## src/rtl/fdd_cmd_seek_pkg.sv

```systemverilog
package fdd_cmd_seek_pkg;
  typedef enum logic [1:0] {SQ_IDLE, SQ_STEP, SQ_DONE} seq_state_e;
  localparam logic [3:0] CMD_STEP  = 4'd1;
  localparam logic [3:0] QRY_RELAX = 4'd3;
endpackage

```

## src/rtl/fdd_sense_sync.sv

```systemverilog
module fdd_sense_sync #(
  parameter int STAGES = 2
) (
  input  logic clk_i,
  input  logic rst_ni,
  input  logic sense_ni,
  output logic cond_o
);
  logic [STAGES-1:0] sync_q;

  always_ff @(posedge clk_i or negedge rst_ni) begin
    if (!rst_ni) sync_q <= '1;
    else         sync_q <= {sync_q[STAGES-2:0], sense_ni};
  end

  assign cond_o = ~sync_q[STAGES-1];
endmodule

```

## src/rtl/fdd_seek_seq.sv

```systemverilog
module fdd_seek_seq
  import fdd_cmd_seek_pkg::*;
#(
  parameter int CNT_W       = 8,
  parameter int LEAD_TICKS  = 1,
  parameter int PULSE_TICKS = 2,
  parameter int STEP_TICKS  = 3000
) (
  input  logic             clk_i,
  input  logic             rst_ni,
  input  logic             tick_i,
  input  logic             go_i,
  input  logic             load_i,
  input  logic [CNT_W-1:0] load_val_i,
  output logic             stepping_o,
  output logic             strobe_o,
  output logic             done_o,
  output logic [CNT_W-1:0] remain_o
);
  localparam int TW = $clog2(STEP_TICKS);
  localparam logic [TW-1:0] T_ON   = TW'(LEAD_TICKS);
  localparam logic [TW-1:0] T_OFF  = TW'(LEAD_TICKS + PULSE_TICKS);
  localparam logic [TW-1:0] T_LAST = TW'(LEAD_TICKS + PULSE_TICKS - 1);
  localparam logic [TW-1:0] T_END  = TW'(STEP_TICKS - 1);

  seq_state_e       state_q;
  logic [TW-1:0]    tcnt_q;
  logic [CNT_W-1:0] cnt_q;

  always_ff @(posedge clk_i or negedge rst_ni) begin
    if (!rst_ni) begin
      state_q <= SQ_IDLE;
      tcnt_q  <= '0;
      cnt_q   <= '0;
    end else begin
      unique case (state_q)
        SQ_IDLE: begin
          if (load_i) cnt_q <= load_val_i;
          if (go_i) begin
            tcnt_q  <= '0;
            state_q <= (cnt_q == '0) ? SQ_DONE : SQ_STEP;
          end
        end
        SQ_STEP: begin
          if (!go_i) begin
            state_q <= SQ_IDLE;
          end else if (tick_i) begin
            // pulse ends on this tick: count the track
            if (tcnt_q == T_LAST) begin
              cnt_q <= cnt_q - 1'b1;
              if (cnt_q == CNT_W'(1)) state_q <= SQ_DONE;
            end
            tcnt_q <= (tcnt_q == T_END) ? '0 : tcnt_q + 1'b1;
          end
        end
        SQ_DONE: if (!go_i) state_q <= SQ_IDLE;
        default: state_q <= SQ_IDLE;
      endcase
    end
  end

  assign stepping_o = (state_q == SQ_STEP);
  assign strobe_o   = stepping_o && (tcnt_q >= T_ON) && (tcnt_q < T_OFF);
  assign done_o     = (state_q == SQ_DONE);
  assign remain_o   = cnt_q;
endmodule

```

## src/rtl/fdd_cmd_mux.sv

```systemverilog
module fdd_cmd_mux
  import fdd_cmd_seek_pkg::*;
(
  input  logic       clk_i,
  input  logic       rst_ni,
  input  logic [3:0] sel_reg_i,
  input  logic       head_sel_i,
  input  logic       stepping_i,
  input  logic       step_strobe_i,
  output logic [2:0] phase_o,
  output logic       head_o,
  output logic       strobe_o
);
  logic [3:0] sel_q;
  logic       head_q;

  always_ff @(posedge clk_i or negedge rst_ni) begin
    if (!rst_ni) begin
      sel_q  <= QRY_RELAX;
      head_q <= 1'b0;
    end else begin
      sel_q  <= sel_reg_i;
      head_q <= head_sel_i;
    end
  end

  // sequencer owns the cable while stepping
  assign phase_o  = stepping_i ? CMD_STEP[2:0] : sel_q[2:0];
  assign head_o   = stepping_i ? CMD_STEP[3]   : head_q;
  assign strobe_o = stepping_i ? step_strobe_i : sel_q[3];
endmodule

```

## src/rtl/fdd_cmd_seek.sv

```systemverilog
module fdd_cmd_seek #(
  parameter int CNT_W       = 8,
  parameter int LEAD_TICKS  = 1,
  parameter int PULSE_TICKS = 2,
  parameter int STEP_TICKS  = 3000
) (
  input  logic             clk_i,
  input  logic             rst_ni,
  input  logic             tick_i,
  input  logic [3:0]       sel_reg_i,
  input  logic             head_sel_i,
  input  logic             seek_go_i,
  input  logic             nseek_we_i,
  input  logic [CNT_W-1:0] nseek_wdata_i,
  input  logic             sense_ni,
  output logic [2:0]       phase_o,
  output logic             head_o,
  output logic             strobe_o,
  output logic [CNT_W-1:0] steps_left_o,
  output logic             seek_done_o,
  output logic             cond_o
);
  logic stepping, step_strobe;

  fdd_seek_seq #(
    .CNT_W(CNT_W), .LEAD_TICKS(LEAD_TICKS),
    .PULSE_TICKS(PULSE_TICKS), .STEP_TICKS(STEP_TICKS)
  ) seq_i (
    .clk_i, .rst_ni, .tick_i,
    .go_i(seek_go_i), .load_i(nseek_we_i), .load_val_i(nseek_wdata_i),
    .stepping_o(stepping), .strobe_o(step_strobe),
    .done_o(seek_done_o), .remain_o(steps_left_o)
  );

  fdd_cmd_mux mux_i (
    .clk_i, .rst_ni, .sel_reg_i, .head_sel_i,
    .stepping_i(stepping), .step_strobe_i(step_strobe),
    .phase_o, .head_o, .strobe_o
  );

  fdd_sense_sync #(.STAGES(2)) sense_i (
    .clk_i, .rst_ni, .sense_ni, .cond_o
  );
endmodule

```

## config.mk

```make
export PLATFORM = sky130hd
export DESIGN_NAME = fdd_cmd_seek
export DESIGN_NICKNAME = d
export VERILOG_FILES = /design/src/rtl/fdd_cmd_seek_pkg.sv /design/src/rtl/fdd_sense_sync.sv /design/src/rtl/fdd_seek_seq.sv /design/src/rtl/fdd_cmd_mux.sv /design/src/rtl/fdd_cmd_seek.sv
export SDC_FILE = /design/constraint.sdc
export NUM_CORES = 1
export LEC_CHECK = 0
export ABC_CLOCK_PERIOD_IN_PS = 3600
export BUFFER_PORTS_ARGS = -buffer_cell sky130_fd_sc_hd__buf_2
export CAP_MARGIN = 10
export CORE_ASPECT_RATIO = 1.4
export CORE_MARGIN = 2
export CORE_UTILIZATION = 55
export DETAILED_ROUTE_END_ITERATION = 10
export GPL_TIMING_DRIVEN = 0
export PLACE_DENSITY = 0.8
export REMOVE_ABC_BUFFERS = 1
export SLEW_MARGIN = 15
export SYNTH_ARGS = -nofsm -noshare
export SYNTH_HDL_FRONTEND = slang
export SYNTH_SLANG_ARGS = --single-unit
```

## constraint.sdc

```tcl
create_clock -name clk_i -period 3.6 [get_ports clk_i]
set_clock_uncertainty 0.15 [all_clocks]
set_input_delay 0.36 -clock clk_i [delete_from_list [all_inputs] [get_ports clk_i]]
set_output_delay 0.36 -clock clk_i [all_outputs]
set_load 0.02 [all_outputs]
```

=== Yosys cells after proc, flatten, opt, wreduce, memory -nomap -nowiden ===
Index checks and enable logic that the tools add are counted.

* Logic and storage cells: 54
* Register bits after elaboration: 29

* Reductions and logical operators: 8
* Order comparisons: 2
* Mux-type cells: 21
* Equality and inequality tests: 14
* Add/sub/neg operators: 2
* Bitwise logic cells: 1

{| class="wikitable"
|+ Operators by type and width
! operator !! number
|-
| $mux 12 || 4
|-
| $mux 8 || 4
|-
| $pmux 12 s2 || 1
|-
| $pmux 8 s2 || 1
|-
| $mux 2 || 7
|-
| $add 12x1->12 const B || 1
|-
| $eq 12x12->1 const B || 1
|-
| $eq 12x2->1 const B || 1
|-
| $ge 12x1->1 const B || 1
|-
| $lt 12x2->1 const B || 1
|-
| $ne 2x2->1 const B || 6
|-
| $reduce_and 5->1 || 2
|-
| $ne 3x3->1 const B || 3
|-
| $eq 8x1->1 const B || 1
|-
| $logic_not 8->1 || 1
|-
| $sub 8x1->8 const B || 1
|-
| $pmux 2 s3 || 1
|-
| $reduce_and 4->1 || 1
|-
| $mux 3 || 1
|-
| $eq 2x1->1 const B || 1
|-
| $eq 2x2->1 const B || 1
|-
| $logic_and 1x1->1 || 2
|-
| $logic_not 2->1 || 1
|-
| $mux 1 || 2
|-
| 2 further kinds || 2
|}

=== Depth between registers and ports, before layout ===
Gate-level depths: netlist of the first run.

* Depth in word-level cells: 6
* Depth in mapped cells: 7
* Gate-level depth less buffers: 6

=== Cells and area by module ===
A second synthesis of the first run with hierarchy kept.

* Cell total of the unflattened synthesis: 184
* Area total of the unflattened synthesis: 1691.6 sq um

{| class="wikitable"
|+ By module, submodules not included
! module !! sequential area each (sq um) !! area each (sq um) !! cells each !! times used
|-
| fdd_seek_seq || 550.5 || 1460.2 || 171 || 1
|-
| fdd_cmd_mux || 127.6 || 175.2 || 10 || 1
|-
| fdd_sense_sync || 52.6 || 56.3 || 3 || 1
|}

=== Worst setup path after synthesis of the first run ===
OpenSTA, ideal clock, no wires.

* Kind: register -> register
* Start point: register seq_i.tcnt_q[0]
* End point: register seq_i.cnt_q[7] (netlist: seq_i.remain_o[7])
* Data arrival time: 2058 ps
* Buffers on the path: 1
* Data required time: 3315 ps
* Stages on the path, launching flop included: 8
* Period minus slack after synthesis: 2343 ps
* Slack: 1257 ps
* Library setup time: 135 ps
* Cell sequence: dfrtp_1 -> inv_1 -> ha_1 -> or4bb_1 -> or4_4 -> buf_6 -> o311ai_2 -> o21ai_0

* Word-level cells in the longest chain between the ends: 3

{| class="wikitable"
|+ Ends and longest elaborated chain
! what !! line !! text
|-
| start: declaration || fdd_seek_seq.sv:27 || <nowiki>logic [TW-1:0] tcnt_q;</nowiki>
|-
| start signal: assignment || fdd_seek_seq.sv:53 || <nowiki>tcnt_q <= (tcnt_q == T_END) ? '0 : tcnt_q + 1'b1;</nowiki>
|-
| $eq 12x2->1 || fdd_seek_seq.sv:49 || <nowiki>if (tcnt_q == T_LAST) begin</nowiki>
|-
| $ne 2x2->1 (no source line) || n/a ||
|-
| $reduce_and 5->1 (no source line) || n/a ||
|-
| end signal: assignment || fdd_seek_seq.sv:38 || <nowiki>if (load_i) cnt_q <= load_val_i;</nowiki>
|-
| end signal: assignment || fdd_seek_seq.sv:50 || <nowiki>cnt_q <= cnt_q - 1'b1;</nowiki>
|-
| end: declaration || fdd_seek_seq.sv:28 || <nowiki>logic [CNT_W-1:0] cnt_q;</nowiki>
|}

No other way between the ends.
A chain may end at the register's enable or synchronous reset.

=== Final worst setup path of the first run ===
* Start point: register seq_i.state_q[0]
* End point: output port strobe_o

* Word-level cells in the longest chain between the ends: 4

{| class="wikitable"
|+ Ends and longest elaborated chain
! what !! line !! text
|-
| start: declaration || fdd_seek_seq.sv:26 || <nowiki>seq_state_e state_q;</nowiki>
|-
| start signal: assignment || fdd_seek_seq.sv:41 || <nowiki>state_q <= (cnt_q == '0) ? SQ_DONE : SQ_STEP;</nowiki>
|-
| $eq 2x1->1 * || fdd_seek_seq.sv:62 || <nowiki>assign stepping_o = (state_q == SQ_STEP);</nowiki>
|-
| $logic_and 1x1->1 (2 in a row) || fdd_seek_seq.sv:63 || <nowiki>assign strobe_o = stepping_o && (tcnt_q >= T_ON) && (tcnt_q < T_OFF);</nowiki>
|-
| $mux 1 * || fdd_cmd_mux.sv:30 || <nowiki>assign strobe_o = stepping_i ? step_strobe_i : sel_q[3];</nowiki>
|-
| end: declaration || fdd_cmd_seek.sv:18 || <nowiki>output logic strobe_o,</nowiki>
|}

Mark *: on every way between the ends. The rest lies on a longest branch, timed or not.

==> summary.md, run 1 <==
| Metric | Value |
|---|---|
| Placed instance count | 249 |
| Mapped Area | 1714 um^2 |
| CTS tree | done |
| Post-synthesis register bit count | 29 |
| Post-layout nets | 243 |
| Ys async rst share | 100.0% |
| Rows | 24 |
| Max_cap viols | 0 |
| Top cell type's share of synthesized area | 36.50% |
| Pwr Density | 461.5 nW/um^2 |
| Crit-path max FO | 22 |
| CTS buffer count | 5 |
| Outcome | completed |
| Worst-margin pin slew | 1.078 ns |
| Startpoint Class | flop |
| Worst Hold Class | input port to flop |
| WL per Instance | 15.62 um |
| Area contributors post-synth | dfrtp_1 (36%), dfstp_2 (6.1%), a31oi_1 (5.1%), ha_1 (4.4%), a21oi_1 (3.8%) |
| R2r startpoint | seq_i.state_q[0] |
| FF-to-FF End | seq_i.tcnt_q[0] |
| Non-filler cells, final | 258 |
| GR Overflow Total | 0 |
| VDD IR max | 0.4305 mV |
| Worst-path clk slew | 0.07 ns |
| Rel. slew slack | 28.15% |
| Min Tclk post-route | 2.620 ns |
| CTS root buf | clkbuf_8 |
| R2r setup slk | 1.07 ns |
| Routed vias/inst | 6.155 |
| Req. time, crit path | 3.09 ns |
| CTS Buffer Depth | 2 |
| Number of synthesized flops with an enable pin | 0 |
| DRT Pass-1 Iters | 4 |
| Final WL | 4029 um |
| Fin crit share | 72.78% |
| Cells on worst reg2reg path | 4 |
| Syn avg cell area | 9.216 um^2 |
| PortBufs | 33 |
| Hold Vio Cnt, Final | 0 |
| Synth Instances | 186 |
| CP Launch Point | seq_i.state_q[0] |
| Total GRT Usage | 25.02% |
| Initial antenna violation count | 0 |
| Post-CTS sizing | 0 |
| CP Data Arrival Time | 2.11 ns |
| Worst-path cell chain | nand2b_1, o41ai_1, buf_2 |
| GPL Wtd Cong | 0.9059 |
| RSZ-0062 raised after global routing | no |
| Fraction of layout cells with a size suffix above 1 | 23.29% |
| Synth Flop Type | dfrtp_1 |
| Cell variety after synth | 45 |
| Largest net degree at the start of global routing | 30 |
| Endpoints failing setup | 0 |
| Antenna cells | 0 |
| Antenna-violating nets left | 0 |
| Worst hold slack | 0.02771 ns |
| Vias | 1588 |
| Critical path depth | 3 |
| Die Footprint | 3585 um^2 |
| Buf+Inv Stages, Crit Path | 1 |
| Synth warn | 0 |
| Drt initial violations | 41 |
| End of the critical path | strobe_o |
| Critical path's top delay family | compound AO/OA/AOI/OAI gates |
| Post CTS Setup Buffer Count | 0 |
| Final-layout fill cell count | 261 |
| Max Freq | 0.3817 GHz |
| Clk sinks | 29 |
| Area Growth Syn to Fin | 15.62% |
| Die Span Y | 70.06 um |
| Crit end category | primary output |
| Initial Utilization | 56.52% |
| CTS H-tree depth | 2 |
| Slew Limit Fails | 0 |
| Setup TNS | 0 ns |
| Leak | 0.9108 nW |
| Hold buffer count at CTS | 1 |
| Sequential share of the synthesized area | 42.63% |
| Number of global-route vias before repair | 1559 |
| First-pass GRT wire length | 6906 um |
| Core area | 3033 um^2 |
| Final HPWL DP | 2896 um |
| Max incr delay on CP | 0.57 ns |
| DRC Markers | 0 |
| IO Pins | 34 |
| Critical path class | flop to primary output |
| Clk_lat worst skew | 0.28 ns |
| Largest area contributor in the netlist | dfrtp_1 |
| Max stage delay cell, worst path | o41ai_1 |
| DP Area | 1879 um^2 |
| Die width | 51.18 um |
| Post-route cell area | 1982 um^2 |
[final cells by class]
class / count / area, um^2 / share of cell area [%]
Clock buffer: 5 / 68.82 / 3.472
Clock inverter: 3 / 17.52 / 0.8838
Inverter: 13 / 48.80 / 2.462
Multi-Input combinational cell: 135 / 892.1 / 45.01
Sequential cell: 29 / 730.7 / 36.87
Tap cell: 39 / 48.80 / 2.462
Timing Repair Buffer: 34 / 175.2 / 8.838
[placed cells by master (no fill, tap or decap), types with 4 or more instances in the layout]
cell type and count:
buf_2 33, ha_1 6, nor2_1 6, dfrtp_1 25, nand2_1 11, a31oi_1 13, o21ai_0 8, inv_1 13
clkbuf_8 5, a21oi_1 13, nand3_1 4, dfstp_2 4, nand4_1 4, nor3_1 4, nand2b_1 10, and3_1 6
and2_1 5, and4_1 4, o22ai_1 4
[per-layer routing]
metal	up-vias	share of wire [%]	track usage (%)	routed length, um
met1	765	38	27.82	1545
met4	0	1.2	9.910	47
li1	754	-	-	-
met5	-	0	0	0
met2	62	55	44.16	2215
met3	7	5.5	6.410	220
[logic make-up (layout without fill, tap and decap cells)]
logic type | Yosys count | after routing | share of synthesized area (%)
compound gates | 56 | 56 | 21.39
fa+ha+maj | 6 | 6 | 4.379
buf+inv | 22 | 55 | 5.694
flops | 29 | 29 | 42.63
simple gates | 73 | 73 | 25.91
[stage by stage]
step	total power, W	setup slack (ns)	utilization, %
2_1_floorplan	0.0005694	1.281	-
3_3_place_gp	0.0006430	0.8720	61.96
3_5_place_dp	0.0006595	0.7623	61.96
4_1_cts	0.0009228	0.7349	65.14
5_1_grt	0.0009768	0.7844	65.35
6_report	0.0009146	0.9800	65.35
[report_power, final]
| part | leakage (nW) | total [W] | internal [W] | switching, W |
|---|---|---|---|---|
| Combinational | 0.502 | 0.000247 | 0.0000947 | 0.000153 |
| Sequential | 0.365 | 0.000410 | 0.000362 | 0.0000479 |
| Clock | 0.0439 | 0.000257 | 0.000133 | 0.000124 |
| Total | 0.911 | 0.000915 | 0.000589 | 0.000325 |
[how the worst min path moves through the flow]
stage | start | endpoint | slack (ns) | depth (start not counted)
after detailed placement | sense_i.sync_q[0] | sense_i.sync_q[1] | 0.20 | 0
after global routing | sense_ni | sense_i.sync_q[0] | 0.008 | 1
after floorplan | rst_ni | mux_i.head_q | -0.09 | 0
final | sel_reg_i[0] | mux_i.sel_q[0] | 0.03 | 1
after CTS | sel_reg_i[1] | mux_i.sel_q[1] | 0.02 | 1
after global placement | sense_i.sync_q[0] | sense_i.sync_q[1] | 0.20 | 0
[sequential cells by signal (all words and copies together) (netlist names)]
register / flops
mux_i.head_q: 1
mux_i.sel_q: 4
sense_i.sync_q: 2
seq_i.remain_o: 8
seq_i.state_q: 2
seq_i.tcnt_q: 12
[cell usage after synthesis (all sizes together), types with 4 or more instances]
cell,n
nand2,11
ha,6
clkbuf,7
o21ai,9
nor3,4
inv,13
nand3,4
a31oi,14
and3,6
nand2b,10
a21oi,13
dfstp,4
nand4,4
nor2,6
o22ai,4
dfrtp,25
and4,4
and2,5
(Power assumes the default switching activity.)
==> run 2: changes to the inputs <==
ABC_AREA = 1   (was default)
ABC_CLOCK_PERIOD_IN_PS = 2150   (was 3600)
CORE_UTILIZATION = 50   (was 55)
PLACE_DENSITY = 0.76   (was 0.8)
clock period = 2.15 ns   (was 3.6 ns; I/O delays follow)
==> run 2 against run 1 <==
Compared with the run above: clock power increased by 96%; worst setup slack got worse by 0.87 ns; cell area increased by 9.5%; hold slack improved by 0.033 ns; critical endpoint unchanged; non-clock buffer count increased by 6; sequential share of layout area decreased by 3.2 points; critical path type unchanged.
==> summary.md, run 2 <==
| Metric | Value |
|---|---|
| Outcome | completed (unchanged) |
| DP Area | 1999 um^2 (was 1879 um^2) |
| Number of global-route vias before repair | 1557 (was 1559) |
| R2r setup slk | 0.35 ns (was 1.07 ns) |
| Antenna-violating nets left | 0 (unchanged) |
| DRC Markers | 0 (unchanged) |
| Commonest non-fill, non-tap cell in the layout | nand2_1 (was buf_2) |
| Worst-path clk slew | 0.06 ns (was 0.07 ns) |
| WL per Instance | 11.48 um (was 15.62 um) |
| Vias | 1749 (was 1588) |
| VDD IR max | 0.7974 mV (was 0.4305 mV) |
| Syn avg cell area | 6.927 um^2 (was 9.216 um^2) |
| Top post-synthesis cells by count | nand2_1 (92), nor2_1 (34), inv_1 (29) (was dfrtp_1 (25), a31oi_1 (14), a21oi_1 (13), inv_1 (13), nand2_1 (11)) |
| Setup slack after layout | 0.1054 ns (was 0.9800 ns) |
| Hold Vio Cnt, Final | 0 (unchanged) |
| Core area | 3410 um^2 (was 3033 um^2) |
| Mapped Area | 1808 um^2 (was 1714 um^2) |
| CTS tree | done (unchanged) |
| Post-synthesis register bit count | 29 (unchanged) |
| Combinational share of power | 49.7% (was 27.1%) |
| NetSw | 0.001259 W (was 0.0003251 W) |
| Cells on worst reg2reg path | 7 (was 4) |
| Number of synthesized flops with an enable pin | 0 (unchanged) |
| Post-route cell area | 2171 um^2 (was 1982 um^2) |
| Area Growth Syn to Fin | 20.07% (was 15.62%) |
| Synth Flop Type | dfrtp_1 (unchanged) |
| Hold Crit Start | nseek_wdata_i[7] (was sel_reg_i[0]) |
| Clk sinks | 29 (unchanged) |
| Area contributors post-synth | dfrtp_1 (35%), nand2_1 (19%), nor2_1 (7.1%), inv_1 (6.0%), dfstp_2 (5.8%) (was dfrtp_1 (36%), dfstp_2 (6.1%), a31oi_1 (5.1%), ha_1 (4.4%), a21oi_1 (3.8%)) |
| Pwr Density | 1218 nW/um^2 (was 461.5 nW/um^2) |
| Largest net degree at the start of global routing | 30 (unchanged) |
| Ys async rst share | 100.0% (unchanged) |
| Total GRT Usage | 22.29% (was 25.02%) |
| Die Footprint | 4120 um^2 (was 3585 um^2) |
| Slew Limit Fails | 0 (unchanged) |
| Rows | 25 (was 24) |
| GPL Wtd Cong | 0.8482 (was 0.9059) |
| Initial antenna violation count | 0 (unchanged) |
| Routed vias/inst | 5.055 (was 6.155) |
| Setup TNS | 0 ns (unchanged) |
| RSZ-0062 raised after global routing | no (unchanged) |
| Fin crit share | 95.10% |
| First-pass GRT wire length | 6561 um (was 6906 um) |
| DP Worst Slack | 0.3629 ns (was 0.7623 ns) |
| CP Data Arrival Time | 1.68 ns (was 2.11 ns) |
| Clock power share | 19.0% (was 28.1%) |
| Cell variety after synth | 24 (was 45) |
| R2r startpoint | seq_i.state_q[1] (was seq_i.state_q[0]) |
| Worst Hold Class | input port to flop (unchanged) |
| Clk_lat worst skew | 0.28 ns (about the same) |
| Non-filler cells, final | 346 (was 258) |
| Synth warn | 0 (unchanged) |
| Crit-path max FO | 17 (was 22) |
| CTS buffer count | 5 (unchanged) |
| Min Tclk post-route | 2.045 ns |
| Sequential Power Share | 31.3% (was 44.8%) |
| Most common cell in the synthesized netlist | nand2_1 (was dfrtp_1) |
| Final WL | 3972 um (was 4029 um) |
| Critical path class | flop to primary output (unchanged) |
| Rel. slew slack | 56.58% (was 28.15%) |
| Largest area contributor in the netlist | dfrtp_1 (unchanged) |
| CTS Buffer Depth | 2 (unchanged) |
| FF-to-FF End | seq_i.tcnt_q[11] (was seq_i.tcnt_q[0]) |
| Initial Utilization | 53.03% (was 56.52%) |
| GR Overflow Total | 0 (unchanged) |
| Endpoints failing setup | 0 (unchanged) |
| Max reg flops | 12 (unchanged) |
| Sw Share | 47.60% (was 35.55%) |
| Leak | 1.139 nW (was 0.9108 nW) |
| CTS H-tree depth | 2 (unchanged) |
| Startpoint Class | flop (unchanged) |
| Final HPWL DP | 2874 um (was 2896 um) |
| DRT Pass-1 Iters | 4 (unchanged) |
| Fraction of layout cells with a size suffix above 1 | 19.28% (was 23.29%) |
| Post-layout nets | 330 (was 243) |
| CTS root buf | clkbuf_8 (unchanged) |
| Internal power | 0.001386 W (was 0.0005894 W) |
| IO Pins | 34 (unchanged) |
| Antenna cells | 0 (unchanged) |
| Die Span Y | 75.15 um (was 70.06 um) |
| Drt initial violations | 34 (was 41) |
| Crit end category | primary output (unchanged) |
| Most frequent cells in the layout | nand2_1 (92), nor2_1 (34), buf_2 (33) (was buf_2 (33), dfrtp_1 (25), inv_1 (13), a21oi_1 (13), a31oi_1 (13)) |
| Req. time, crit path | 1.78 ns (was 3.09 ns) |
| Top cell type's share of synthesized area | 34.60% (was 36.50%) |
| Die width | 54.82 um (was 51.18 um) |
| Worst-margin pin slew | 0.6514 ns (was 1.078 ns) |
| Sequential share of the synthesized area | 40.42% (was 42.63%) |
| Max Freq | 0.4891 GHz |
| Max_cap viols | 0 (unchanged) |
| Placed instance count | 331 (was 249) |
| Synth Instances | 261 (was 186) |
| Hold path depth | 5 (was 1) |
| Largest register by flop count | seq_i.tcnt_q (unchanged) |
| Hold Path End | seq_i.remain_o[7] (was mux_i.sel_q[0]) |
| PortBufs | 33 (unchanged) |
## run 2: stage by stage
stage / hold slack, ns / total power (W) / utilization, %
detailed placement: 0.1359 / 0.002146 / 58.64
finish: 0.06100 / 0.002644 / 63.67
global placement: 0.1311 / 0.002121 / 58.64
CTS: 0.05829 / 0.002666 / 63.67
global route: 0.07990 / 0.002873 / 63.67
floorplan: -0.2306 / 0.001779 / -
## run 2: power by group through the flow
stage | sequential [W] | clock (W) | combinational, W
2_1_floorplan | 0.000895 | 0 | 0.000885
3_3_place_gp | 0.000832 | 0 | 0.00129
3_5_place_dp | 0.000835 | 0 | 0.00131
4_1_cts | 0.000826 | 0.000513 | 0.00133
5_1_grt | 0.000852 | 0.000533 | 0.00149
6_report | 0.000828 | 0.000503 | 0.00131
## run 2: how the worst max path moves through the flow
stage	start	endpoint	slack (ns)	depth (start not counted)
3_5_place_dp	seq_i.state_q[1]	seq_i.tcnt_q[11]	0.36	7
6_report	seq_i.state_q[1]	strobe_o	0.11	5
2_1_floorplan	seq_i.state_q[1]	strobe_o	0.47	3
3_3_place_gp	seq_i.state_q[0]	seq_i.tcnt_q[11]	0.38	8
5_1_grt	seq_i.state_q[1]	strobe_o	0.009	5
4_1_cts	seq_i.state_q[1]	strobe_o	0.11	5
## run 2: logic make-up (layout without fill, tap and decap cells)
logic type	after synthesis	in the layout	synth area share (%)
compound gates	16	16	4.429
xor+xnor	2	2	0.9690
fa+ha+maj	6	6	4.152
buf+inv	38	83	8.720
flops	29	29	40.42
simple gates	170	170	41.31
## run 2: layout make-up
| type | instances | area [um^2] |
|---|---|---|
| clock buffers | 7 | 96.34 |
| clock inverters | 1 | 5.005 |
| fillers | 315 | 1239 |
| inverters | 35 | 133.9 |
| multi-input cells | 194 | 919.6 |
| flip-flops and latches | 29 | 730.7 |
| well taps | 40 | 50.05 |
| repair buffers | 40 | 235.2 |
## run 2: repair_timing
item,in CTS,in global routing
buffers inserted,0,0
endpoints found under the hold margin,31,0
resized for setup,0,0
hold buffers,7,0
endpoints found under the setup margin,0,0
## run 2: layer usage
layer  GRT usage [%]  vias up  wire length [um]
met5               0        -                 0
met4           10.00        0                83
met3           5.556        8               125
met2           39.55       36              2124
met1           24.11      804              1639
li1                -      901                 -
## run 2: critical path: stages (launching register included)
cell and delay, ns:
dfrtp_1 0.46, nor2_4 0.40, inv_2 0.21, nand2_1 0.09, o21ai_0 0.07, buf_2 0.16
==> run 3: changes to the inputs <==
HOLD_SLACK_MARGIN = 0.1   (was default)
==> run 3 against run 2 <==
Compared with the run above: cell count up 2.6%; utilization up 2.6 points; critical path type unchanged; worst setup slack better by 0.017 ns; fmax up 0.84%; sequential power about the same; via count up 3.6%; register-to-register slack better by 0.02 ns.
==> summary.md, run 3 (synthesized netlist as in run 2, its figures left out) <==
| Metric | Value |
|---|---|
| FF-to-FF End | seq_i.tcnt_q[11] (unchanged) |
| Endpoints failing setup | 0 (unchanged) |
| Commonest non-fill, non-tap cell in the layout | nand2_1 (unchanged) |
| Total GRT Usage | 23.42% (was 22.29%) |
| Initial antenna violation count | 0 (unchanged) |
| Final HPWL DP | 2874 um (unchanged) |
| Antenna-violating nets left | 0 (unchanged) |
| CTS buffer count | 5 (unchanged) |
| Die Span Y | 75.15 um (unchanged) |
| Fraction of layout cells with a size suffix above 1 | 18.73% (was 19.28%) |
| Die Footprint | 4120 um^2 (unchanged) |
| CTS tree | done (unchanged) |
| Register Area | 730.7 um^2 (unchanged) |
| CP Data Arrival Time | 1.66 ns (was 1.68 ns) |
| Hold Path End | seq_i.tcnt_q[9] (was seq_i.remain_o[7]) |
| Crit-path max FO | 17 (unchanged) |
| CTS Buffer Depth | 2 (unchanged) |
| R2r startpoint | seq_i.state_q[1] (unchanged) |
| Worst-path clk slew | 0.06 ns (about the same) |
| Cells on worst reg2reg path | 7 (unchanged) |
| Number of global-route vias before repair | 1621 (was 1557) |
| Critical path class | flop to primary output (unchanged) |
| Power Total | 0.002668 W (was 0.002644 W) |
| Startpoint Class | flop (unchanged) |
| Area Growth Syn to Fin | 25.05% (was 20.07%) |
| Routed vias/inst | 5.104 (was 5.055) |
| Final-layout fill cell count | 297 (was 315) |
| WL per Instance | 11.66 um (was 11.48 um) |
| Largest net degree at the start of global routing | 30 (unchanged) |
| Fin util | 66.31% (was 63.67%) |
| Fin crit share | 94.30% (was 95.10%) |
| Outcome | completed (unchanged) |
| Worst Hold Class | input port to flop (unchanged) |
| Worst hold slack | 0.1813 ns (was 0.06100 ns) |
| Pwr Density | 1180 nW/um^2 (was 1218 nW/um^2) |
| Max Freq | 0.4932 GHz (was 0.4891 GHz) |
| CTS root buf | clkbuf_8 (unchanged) |
| First-pass GRT wire length | 6913 um (was 6561 um) |
| Most frequent cells in the layout | nand2_1 (92), nor2_1 (34), buf_2 (33) (unchanged) |
| Crit end category | primary output (unchanged) |
| Max_cap viols | 0 (unchanged) |
| CTS H-tree depth | 2 (unchanged) |
| DRT Pass-1 Iters | 4 (unchanged) |
| GPL Wtd Cong | 0.8482 (unchanged) |
| Leak | 1.176 nW (was 1.139 nW) |
| GR Overflow Total | 0 (unchanged) |
| Hold Vio Cnt, Final | 0 (unchanged) |
| Vias | 1812 (was 1749) |
| Req. time, crit path | 1.78 ns (about the same) |
| Die width | 54.82 um (unchanged) |
| Max reg flops | 12 (unchanged) |
| PortBufs | 33 (unchanged) |
| VDD IR max | 0.8011 mV (was 0.7974 mV) |
| Final WL | 4140 um (was 3972 um) |
| Worst-margin pin slew | 0.6559 ns (was 0.6514 ns) |
| Core area | 3410 um^2 (unchanged) |
| Post-layout nets | 339 (was 330) |
| Hold Crit Start | tick_i (was nseek_wdata_i[7]) |
| Initial Utilization | 53.03% (unchanged) |
| Clk_lat worst skew | 0.28 ns (about the same) |
| Setup TNS | 0 ns (unchanged) |
| Largest register by flop count | seq_i.tcnt_q (unchanged) |
| Slew Limit Fails | 0 (unchanged) |
| RSZ-0062 raised after global routing | no (unchanged) |
| Hold path depth | 5 (unchanged) |
| Drt initial violations | 35 (was 34) |
| R2r setup slk | 0.37 ns (was 0.35 ns) |
| DRC Markers | 0 (unchanged) |
| Clk sinks | 29 (unchanged) |
| Area of the multi-input gates | 919.6 um^2 (unchanged) |
| IO Pins | 34 (unchanged) |
| Min Tclk post-route | 2.028 ns (was 2.045 ns) |
| Rows | 25 (unchanged) |
| Antenna cells | 0 (unchanged) |
| Rel. slew slack | 56.27% (was 56.58%) |
run 3: cell type report:
cell class | instances | area share [%]
clock buffer | 7 | 4.261
tap | 40 | 2.214
clock inverter | 1 | 0.2214
inverter | 35 | 5.921
multi-input combinational | 194 | 40.68
sequential | 29 | 32.32
timing repair buffer | 49 | 14.39
run 3: routing by layer:
metal  track usage, %  vias to the layer above  share of wire (%)  wire length, um
li1                 -                      918                  -                -
met1            25.38                      853                 40             1640
met2            42.33                       35                 55             2284
met3            5.357                        6                3.4              140
met4            9.444                        0                1.8               74
met5                0                        -                  0                0
run 3: per-stage QoR:
| step | setup WS (ns) | std cells | instance area, um^2 |
|---|---|---|---|
| final | 0.1225 | 355 | 2261 |
| after global routing | 0.009252 | 355 | 2261 |
| after CTS | 0.1050 | 355 | 2261 |
| after detailed placement | 0.3629 | 331 | 1999 |
| after global placement | 0.3791 | 331 | 1999 |
| after floorplan | 0.4674 | 258 | 1784 |
run 3: worst max-delay path by stage:
stage / startpoint / endpoint / slack (ns) / depth (start not counted)
6_report: seq_i.state_q[1] / strobe_o / 0.12 / 5
2_1_floorplan: seq_i.state_q[1] / strobe_o / 0.47 / 3
3_5_place_dp: seq_i.state_q[1] / seq_i.tcnt_q[11] / 0.36 / 7
3_3_place_gp: seq_i.state_q[0] / seq_i.tcnt_q[11] / 0.38 / 8
4_1_cts: seq_i.state_q[1] / strobe_o / 0.11 / 5
5_1_grt: seq_i.state_q[1] / strobe_o / 0.009 / 5
run 3: what timing repair did:
item                      4_1_cts  5_1_grt
resized for setup               0        0
hold endpoints to repair       41        0
hold buffers                   16        0
buffers inserted                0        0
run 3: critical path, cell delays in order, from the launching register on:
cell	delay, ns
dfrtp_1	0.46
nor2_4	0.39
inv_2	0.21
nand2_1	0.09
o21ai_0	0.07
buf_2	0.16
run 3: power breakdown:
group          switching, W  internal, W
Combinational      0.000902     0.000435
Clock              0.000212     0.000289
Sequential         0.000158     0.000672
Total               0.00127      0.00140
